File: config.mk
export PLATFORM = sky130hd
export DESIGN_NAME = i2c_byte_rx
export DESIGN_NICKNAME = d
export VERILOG_FILES = /design/src/rtl/i2c_rx_pkg.sv /design/src/rtl/i2c_rx_ctrl.sv /design/src/rtl/i2c_rx_dp.sv /design/src/rtl/i2c_byte_rx.sv
export SDC_FILE = /design/constraint.sdc
export NUM_CORES = 1
export LEC_CHECK = 0
export ABC_CLOCK_PERIOD_IN_PS = 2100
export CAP_MARGIN = 20
export CORE_ASPECT_RATIO = 1.5
export CORE_MARGIN = 1.5
export CORE_UTILIZATION = 35
export CTS_CLUSTER_SIZE = 16
export DETAILED_ROUTE_END_ITERATION = 10
export DONT_BUFFER_PORTS = 1
export GPL_TIMING_DRIVEN = 0
export PLACE_DENSITY = 0.46
export SYNTH_ARGS = -nofsm -noshare
export SYNTH_HDL_FRONTEND = slang
export SYNTH_SLANG_ARGS = --single-unit
File: constraint.sdc
create_clock -name clk -period 2.1 [get_ports clk]
set_input_delay 0.21 -clock clk [delete_from_list [all_inputs] [get_ports clk]]
set_output_delay 0.21 -clock clk [all_outputs]
set_load 0.05 [all_outputs]
File: src/rtl/i2c_rx_pkg.sv
package i2c_rx_pkg;
  localparam int BYTE_W = 8;
  localparam int ADDR_W = 2;

  localparam logic [ADDR_W-1:0] ADDR_CTRL = 2'd0;
  localparam logic [ADDR_W-1:0] ADDR_STAT = 2'd1;
  localparam logic [ADDR_W-1:0] ADDR_DATA = 2'd2;
  localparam logic [ADDR_W-1:0] ADDR_BUS  = 2'd3;

  typedef enum logic [2:0] {
    ST_IDLE, ST_WAIT, ST_BIT_L, ST_BIT_H,
    ST_ACK_L, ST_ACK_H, ST_STOP_L, ST_STOP_H
  } rxState_t;

  typedef struct packed {
    logic shiftEn;
    logic capture;
    logic sclLow;
    logic sdaLow;
  } lineStrb_t;
endpackage

File: src/rtl/i2c_rx_ctrl.sv
module i2c_rx_ctrl
  import i2c_rx_pkg::*;
#(
  parameter int HALF_DIV = 4
) (
  input  logic                clk,
  input  logic                rstN,
  input  logic                regWe,
  input  logic                regRe,
  input  logic [ADDR_W-1:0]   regAddr,
  input  logic [BYTE_W-1:0]   regWdata,
  input  logic [BYTE_W-1:0]   rxByte,
  output logic [BYTE_W-1:0]   regRdata,
  output lineStrb_t           strb
);
  localparam int CNT_W = (HALF_DIV > 2) ? $clog2(HALF_DIV) : 1;
  localparam logic [CNT_W-1:0] CNT_LAST = CNT_W'(HALF_DIV - 1);

  logic master, transmit, hold, nack, busy;
  logic rxFull, stopDone, txEnd, txEmpty;
  logic goPend, holdUsed, stopPend;
  rxState_t st;
  logic [CNT_W-1:0] halfCnt;
  logic [2:0] bitIdx;

  logic ctrlWr, statWr, busWr, dataRd;
  logic rxMode, rxActive, enterRx, halfDone, capture, grant, stopFinish, startByte, timed;

  assign ctrlWr     = regWe && (regAddr == ADDR_CTRL);
  assign statWr     = regWe && (regAddr == ADDR_STAT);
  assign busWr      = regWe && (regAddr == ADDR_BUS);
  assign dataRd     = regRe && (regAddr == ADDR_DATA);
  assign rxMode     = master && !transmit;
  assign rxActive   = rxMode && busy;
  assign enterRx    = ctrlWr && regWdata[0] && !regWdata[1] && !rxMode;
  assign halfDone   = (halfCnt == CNT_LAST);
  assign capture    = (st == ST_BIT_H) && halfDone && (bitIdx == 3'd0);
  assign grant      = dataRd && rxActive && !capture && (!hold || !holdUsed);
  assign stopFinish = (st == ST_STOP_H) && halfDone;
  assign startByte  = (st == ST_WAIT) && goPend && !stopPend;
  assign timed      = st inside {ST_BIT_L, ST_BIT_H, ST_ACK_L, ST_ACK_H, ST_STOP_L, ST_STOP_H};

  // host-visible registers and flags
  always_ff @(posedge clk) begin
    if (!rstN) begin
      master <= 1'b0; transmit <= 1'b0; hold <= 1'b0; nack <= 1'b0;
      busy <= 1'b0; rxFull <= 1'b0; stopDone <= 1'b0;
      txEnd <= 1'b1; txEmpty <= 1'b1;
      goPend <= 1'b0; holdUsed <= 1'b0; stopPend <= 1'b0;
    end else begin
      if (ctrlWr) begin
        master   <= regWdata[0];
        transmit <= regWdata[1];
        hold     <= regWdata[2];
        nack     <= regWdata[3];
      end
      if (enterRx) begin
        txEnd   <= 1'b0;
        txEmpty <= 1'b0;
      end
      if (stopFinish) busy <= 1'b0;
      else if (ctrlWr && regWdata[0] && !master) busy <= 1'b1;

      if (stopFinish || !busy) stopPend <= 1'b0;
      else if (busWr && (regWdata[1:0] == 2'b00)) stopPend <= 1'b1;

      if (stopFinish) stopDone <= 1'b1;
      else if (statWr && regWdata[1]) stopDone <= 1'b0;

      if (capture) rxFull <= 1'b1;
      else if (dataRd) rxFull <= 1'b0;

      if (capture || !rxActive) goPend <= 1'b0;
      else if (grant) goPend <= 1'b1;
      else if (startByte) goPend <= 1'b0;

      if (!hold) holdUsed <= 1'b0;
      else if (grant) holdUsed <= 1'b1;
    end
  end

  // bit sequencer
  always_ff @(posedge clk) begin
    if (!rstN) begin
      st <= ST_IDLE; halfCnt <= '0; bitIdx <= 3'd7;
    end else if (!rxActive) begin
      st <= ST_IDLE; halfCnt <= '0;
    end else begin
      if (timed) halfCnt <= halfDone ? '0 : halfCnt + 1'b1;
      else halfCnt <= '0;
      unique case (st)
        ST_IDLE: st <= ST_WAIT;
        ST_WAIT: begin
          if (stopPend) st <= ST_STOP_L;
          else if (goPend) begin st <= ST_BIT_L; bitIdx <= 3'd7; end
        end
        ST_BIT_L: if (halfDone) st <= ST_BIT_H;
        ST_BIT_H: if (halfDone) begin
          if (bitIdx == 3'd0) st <= ST_ACK_L;
          else begin bitIdx <= bitIdx - 3'd1; st <= ST_BIT_L; end
        end
        ST_ACK_L:  if (halfDone) st <= ST_ACK_H;
        ST_ACK_H:  if (halfDone) st <= ST_WAIT;
        ST_STOP_L: if (halfDone) st <= ST_STOP_H;
        ST_STOP_H: if (halfDone) st <= ST_IDLE;
        default:   st <= ST_IDLE;
      endcase
    end
  end

  always_comb begin
    strb.shiftEn = (st == ST_BIT_H) && halfDone;
    strb.capture = capture;
    strb.sclLow  = st inside {ST_WAIT, ST_BIT_L, ST_ACK_L, ST_STOP_L};
    strb.sdaLow  = ((st inside {ST_ACK_L, ST_ACK_H}) && !nack) ||
                   (st inside {ST_STOP_L, ST_STOP_H});
  end

  always_comb begin
    unique case (regAddr)
      ADDR_CTRL: regRdata = {4'b0, nack, hold, transmit, master};
      ADDR_STAT: regRdata = {4'b0, txEmpty, txEnd, stopDone, rxFull};
      ADDR_DATA: regRdata = rxByte;
      default:   regRdata = {7'b0, busy};
    endcase
  end


  no_overwrite_chk: assert property (@(posedge clk) disable iff (!rstN)
    capture |-> !rxFull);

  hold_low_chk: assert property (@(posedge clk) disable iff (!rstN)
    (st == ST_WAIT && rxFull) |=> (st != ST_BIT_L));

  rxmode_flags_chk: assert property (@(posedge clk) disable iff (!rstN)
    $rose(rxMode) |-> (!txEnd && !txEmpty));
endmodule

File: src/rtl/i2c_rx_dp.sv
module i2c_rx_dp
  import i2c_rx_pkg::*;
(
  input  logic              clk,
  input  logic              rstN,
  input  lineStrb_t         strb,
  input  logic              sdaIn,
  output logic [BYTE_W-1:0] rxByte,
  output logic              sclO,
  output logic              sdaO
);
  logic [BYTE_W-1:0] shiftReg;

  always_ff @(posedge clk) begin
    if (!rstN) begin
      shiftReg <= '0;
      rxByte   <= '0;
    end else begin
      if (strb.shiftEn) shiftReg <= {shiftReg[BYTE_W-2:0], sdaIn};
      if (strb.capture) rxByte   <= {shiftReg[BYTE_W-2:0], sdaIn};
    end
  end

  assign sclO = !strb.sclLow;
  assign sdaO = !strb.sdaLow;


  stop_setup_chk: assert property (@(posedge clk) disable iff (!rstN)
    (sclO && $rose(sdaO)) |-> $past(sclO));
endmodule

File: src/rtl/i2c_byte_rx.sv
module i2c_byte_rx
  import i2c_rx_pkg::*;
#(
  parameter int HALF_DIV = 4
) (
  input  logic        clk,
  input  logic        rstN,
  input  logic        regWe,
  input  logic        regRe,
  input  logic [1:0]  regAddr,
  input  logic [7:0]  regWdata,
  output logic [7:0]  regRdata,
  input  logic        sdaIn,
  output logic        sclO,
  output logic        sdaO
);
  lineStrb_t strb;
  logic [BYTE_W-1:0] rxByte;

  i2c_rx_ctrl #(.HALF_DIV(HALF_DIV)) ctrl_i (
    .clk(clk), .rstN(rstN), .regWe(regWe), .regRe(regRe),
    .regAddr(regAddr), .regWdata(regWdata), .rxByte(rxByte),
    .regRdata(regRdata), .strb(strb)
  );

  i2c_rx_dp dp_i (
    .clk(clk), .rstN(rstN), .strb(strb), .sdaIn(sdaIn),
    .rxByte(rxByte), .sclO(sclO), .sdaO(sdaO)
  );
endmodule

==> Word level (Yosys, flattened, before mapping) <==
Index checks and enable logic that the tools add are counted.
{ "op_classes": {"n_addsub": 2, "eq_ne": 21, "mux": 22, "n_bitwise": 3, "reduce_logical": 58} }
{ "ops": {"columns": ["operator", "count"], "rows": [
  ["$mux 3", 13],
  ["$pmux 3 s8", 1],
  ["$pmux 8 s3", 1],
  ["$logic_and 1x1->1", 21],
  ["$ne 2x1->1 const B", 7],
  ["$logic_not 1->1", 13],
  ["$eq 3x3->1 const B", 4],
  ["$reduce_bool 2->1", 6],
  ["$reduce_and 7->1", 1],
  ["$eq 2x2->1 const B", 3],
  ["$eq 3x2->1 const B", 2],
  ["$logic_not 3->1", 2],
  ["$mux 1", 6],
  ["$pmux 3 s2", 1],
  ["$reduce_and 6->1", 1],
  ["$reduce_bool 6->1", 1],
  ["$reduce_or 2->1", 3],
  ["$logic_not 2->1", 2],
  ["$logic_or 1x1->1", 4],
  ["$ne 2x2->1 const B", 2],
  ["$reduce_and 2->1", 2],
  ["$reduce_bool 4->1", 1],
  ["$reduce_or 4->1", 1],
  ["$eq 3x1->1 const B", 1],
  ["5 further kinds", 7]
]} }
{ "word_totals": {"ff_bits": 34, "inputBits": 15, "out_inout_bits": 10, "elab_cells": 122} }

==> Depth between registers and ports, before layout <==
{ "logic_depth": {"ltp_word": 7, "ltp_mapped": 7, "depth_no_buf": 6} }

==> Modules after synthesis <==
From an unflattened synthesis, not the netlist that was laid out.
{ "unflattened": {"cells_unflattened": 180, "area_unflattened_um2": 1749.2} }
{ "by_module_without_submodules": {"columns": ["module", "instances", "cells_per_inst", "area_each_um2", "seq_area_each_um2"], "rows": [
  ["i2c_rx_ctrl", 1, 130, 1169.9, 380.4],
  ["i2c_rx_dp", 1, 50, 579.3, 300.3]
]} }

==> Least setup slack after synthesis <==
Ideal clock, no wire load.
{ "synth_timing": {"kind": "input to output", "from": "input port regAddr[1]", "to": "output port regRdata[1]", "t_arrival_ns": 1.582, "t_required_ns": 1.890, "setup_slack_ns": 0.308, "stages": 3, "path_buffers": 1, "cell_sequence": "buf_2 > mux2i_1 > o21ai_0"} }
{ "synth_between": {"elab_chain_len": 2, "word_cells_on_any_way": 4, "classes_between": "eq/ne (2); mux (1); reduce/logical (1)"} }
{ "synth_lines": {"columns": ["item", "line_no", "text"], "rows": [
  ["start: declaration", "i2c_byte_rx.sv:10", "input logic [1:0] regAddr,"],
  ["$eq 2x2->1, or another cell as far along", "i2c_rx_ctrl.sv:120", "unique case (regAddr)"],
  ["$pmux 8 s3 *", "i2c_rx_ctrl.sv:120", null],
  ["end: declaration", "i2c_byte_rx.sv:12", "output logic [7:0] regRdata,"]
]} }
Mark *: on every way between the ends. The rest lies on a longest branch, timed or not.

==> Final worst setup path <==
{ "layout_timing": {"from": "register ctrl_i.st[1]", "to": "output port sclO"} }
{ "layout_between": {"elab_chain_len": 3, "word_cells_on_any_way": 6, "classes_between": "eq/ne (4); reduce/logical (2)"} }
{ "layout_lines": {"columns": ["item", "line_no", "text"], "rows": [
  ["start: declaration", "i2c_rx_ctrl.sv:22", "rxState_t st;"],
  ["start signal: assignment", "i2c_rx_ctrl.sv:85", "st <= ST_IDLE; halfCnt <= '0; bitIdx <= 3'd7;"],
  ["start signal: assignment", "i2c_rx_ctrl.sv:87", "st <= ST_IDLE; halfCnt <= '0;"],
  ["start signal: assignment", "i2c_rx_ctrl.sv:92", "ST_IDLE: st <= ST_WAIT;"],
  ["$eq 3x1->1, or another cell as far along", "i2c_rx_ctrl.sv:114", "strb.sclLow = st inside {ST_WAIT, ST_BIT_L, ST_ACK_L, ST_STOP_L};"],
  ["$reduce_bool 4->1 *", "i2c_rx_ctrl.sv:114", null],
  ["$logic_not 1->1 *", "i2c_rx_dp.sv:24", "assign sclO = !strb.sclLow;"],
  ["end: declaration", "i2c_byte_rx.sv:14", "output logic sclO,"]
]} }
Marked as above.

==> results.sh <==
export IMPL_peakVddDrop_mv=0.359
export IMPL_syn_inst=179
export IMPL_hp_start="sdaIn"
export IMPL_min_period_over_period_pct=88.1
export IMPL_core_um2=4500
export IMPL_cts_root_buffer="clkbuf_8"
export IMPL_start_util_pct=36.4
export IMPL_comb_power_share_pct=4.4
export IMPL_pre_cts_slack_ps=303
export IMPL_io_buffers=0
export IMPL_p_int_uw=928
export IMPL_cts_hold_buffers_added=0
export IMPL_worst_r2r_setup_slack_ps=490
export IMPL_r2r_cells=6
export IMPL_drive_gt1_share_pct=15.5
export IMPL_h_tree_depth=2
export IMPL_crit_chain="buf_6 -> nor2_2 -> xor2_2"
export IMPL_dr_first_iter_drc_count=60
export IMPL_path_clk_slew_ps=70
export IMPL_numCtsBuffers=5
export IMPL_relSlewSlack_pct=34.1
export IMPL_num_nets_final=204
export IMPL_drv_cap=0
export IMPL_drt_total_wl_um=3510
export IMPL_synth_seq_cells=34
export IMPL_die_w_um=58.9
export IMPL_p_sw_share_pct=23.3
export IMPL_r2r_start="ctrl_i.halfCnt[0]$_SDFF_PP0_"
export IMPL_hold_end="dp_i.shiftReg[0]$_SDFFE_PN0P_"
export IMPL_syn_nets=197
export IMPL_fmax_mhz=541
export IMPL_track_usage_pct=15.4
export IMPL_hold_depth=2
export IMPL_p_leak_nw=0.717
export IMPL_synth_ff_type="dfxtp_1"
export IMPL_fin_crit_ps=1850
export IMPL_cp_arrival_ps=1640
export IMPL_finClkSkew_ps=6.75
export IMPL_firstDrtPassIters=4
export IMPL_tightest_slew_ps=982
export IMPL_grt_pass1_vias=1269
export IMPL_fin_ws_ps=251
export IMPL_routabilityCongestion=0.768
export IMPL_ys_warn_count=0
export IMPL_post_dp_hpwl_um=2610
export IMPL_critPathKind="reg2out"
export IMPL_slew_violations=0
export IMPL_row_count=30
export IMPL_timing_setup_tns_ps=0
export IMPL_vias=1234
export IMPL_wl_per_cell_um=14.9
export IMPL_rr_endpoint="ctrl_i.bitIdx[1]$_SDFFE_PN1P_"
export IMPL_avgSynthCellArea_um2=9.17
export IMPL_clock_latency_ps=290
export IMPL_seqPwrFrac_pct=53.9
export IMPL_setup_viol=0
export IMPL_post_route_drc_count=0
export IMPL_ant_nets=0
export IMPL_synth_cell_types=46
export IMPL_antenna_found_initial=0
export IMPL_grt_max_degree=11
export IMPL_synth_edff_count=0
export IMPL_run_status="complete, no violations"
export IMPL_ys_seq_area_share_pct=41.5
export IMPL_rsz0062_at_grt="false"
export IMPL_cts_tree="yes"
export IMPL_syn_to_final_growth_pct=9.68
export IMPL_holdCritPathClass="in2reg"
export IMPL_required_ps=1890
export IMPL_crit_fanout=10
export IMPL_grt_remaining_overflow=0
export IMPL_clock_path_buffers=2
export IMPL_cts_sink_count=34
export IMPL_die_area_um2=5120
export IMPL_end_kind="primary output"
export IMPL_synthesis_area_um2=1640
export IMPL_power_switching_uw=281
export IMPL_die_h_um=86.9
export IMPL_power_clock_fraction_pct=41.7
export IMPL_p_per_area_nw_per_um2=671
export IMPL_routed_via_density=5.25
export IMPL_synth_async_reset_ratio_pct=0
export IMPL_grt_pass1_wl_um=5900
export IMPL_diodes=0
export IMPL_worst_path_max_delay_cell="xor2_2"
export IMPL_critPathLaunchType="flip-flop"
export IMPL_pin_count=25
export IMPL_critPathMaxStageDelay_ps=540
export IMPL_hold_viol=0
## timing repair
| item | 4_1_cts | 5_1_grt |
|---|---|---|
| buffers inserted | 0 | 0 |
| gates resized for setup | 1 | 0 |
| endpoints found under the setup margin | 1 | 0 |
## worst max path at each step
| stage | from | endpoint | slack [ps] |
|---|---|---|---|
| floorplan | regAddr[1] | regRdata[1] | 310 |
| global placement | regAddr[1] | regRdata[3] | 190 |
| detailed placement | ctrl_i.st[1]$_SDFFE_PN0P_ | sclO | 300 |
| CTS | ctrl_i.st[1]$_SDFFE_PN0P_ | sclO | 240 |
| global route | ctrl_i.st[1]$_SDFFE_PN0P_ | sclO | 190 |
| finish | ctrl_i.st[1]$_SDFFE_PN0P_ | sclO | 250 |
## logic make-up (layout without fill, tap and decap cells)
kind of cell	after synthesis	after routing	share of synthesized area (%)
buffers and inverters	17	25	5.94
adders and majority gates	3	3	2.29
AOI/OAI and AO/OA	30	30	12.2
xor gates and xnor gates	1	1	0.534
DFF	34	34	41.5
and+or+nand+nor	77	77	26.1
muxes	17	17	11.4
## critical path: cells and delay by family (launching register included)
family        cells  cell delay (ps)
buf+inv           1              150
simple gates      1              320
flops             1              340
xor+xnor          1              540
## layer usage
metal / wire length, um / global-route usage [%]
met5: 0 / 0
met3: 127 / 4.46
met2: 1760 / 25.8
met1: 1500 / 17.2
met4: 119 / 8.47
## sequential cells by signal, indices dropped and copies added (netlist names), 2 cells and up
name	count
dp_i.rxByte	8
dp_i.shiftReg	7
ctrl_i.bitIdx	3
ctrl_i.st	3
ctrl_i.halfCnt	2
## cells in the final DEF, fill, tap and decap left out, types with 2 or more instances in the layout
cell type / instances
and2_1: 5
nor2_2: 2
dfxtp_1: 34
buf_4: 2
buf_2: 3
nand3b_1: 2
nor3_1: 2
clkbuf_8: 6
a21oi_1: 13
nor2_1: 19
nand2b_1: 4
o21ai_1: 6
nor2b_1: 3
clkbuf_1: 4
nand4_1: 2
nor3b_2: 2
buf_6: 3
nand2_1: 23
nor3b_1: 2
mux2i_1: 15
ha_1: 3
nand3_1: 2
inv_1: 6
## layout make-up
class	instances	area [um^2]
Multi-Input combinational cell	128	871
Buffer	11	75.1
Clock buffer	7	86.3
Inverter	6	22.5
Sequential cell	34	681
Tap cell	48	60.1
Clock inverter	1	5.00
Fill cell	467	2700
## synth_stat cells (3+ instances only)
| cell type | instances | area, um^2 |
|---|---|---|
| buf_6 | 3 | 33.8 |
| and2_1 | 5 | 31.3 |
| mux2i_1 | 15 | 150 |
| dfxtp_1 | 34 | 681 |
| nor2_1 | 19 | 71.3 |
| clkbuf_1 | 3 | 11.3 |
| inv_1 | 6 | 22.5 |
| nor2b_1 | 3 | 18.8 |
| buf_2 | 3 | 15.0 |
| nand2_1 | 23 | 86.3 |
| ha_1 | 3 | 37.5 |
| o21ai_0 | 4 | 20.0 |
| nand2b_1 | 4 | 25.0 |
| a21oi_1 | 13 | 65.1 |
## per-stage QoR
stage	area (um^2)	hold WS, ps	cells	utilization [%]	total power [mW]
global placement	1700	349	227	37.8	0.719
CTS	1800	49.3	235	40.0	1.22
finish	1800	55.0	235	40.0	1.21
floorplan	1640	343	179	-	0.709
detailed placement	1700	357	227	37.8	0.720
global route	1800	55.9	235	40.0	1.25
## power groups by stage
stage / clock, mW / sequential (mW) / combinational (mW)
6_report: 0.504 / 0.652 / 0.0532
3_3_place_gp: 0 / 0.666 / 0.0532
2_1_floorplan: 0 / 0.665 / 0.0438
5_1_grt: 0.542 / 0.652 / 0.0587
4_1_cts: 0.512 / 0.652 / 0.0542
3_5_place_dp: 0 / 0.666 / 0.0541
(Power assumes the default switching activity.)
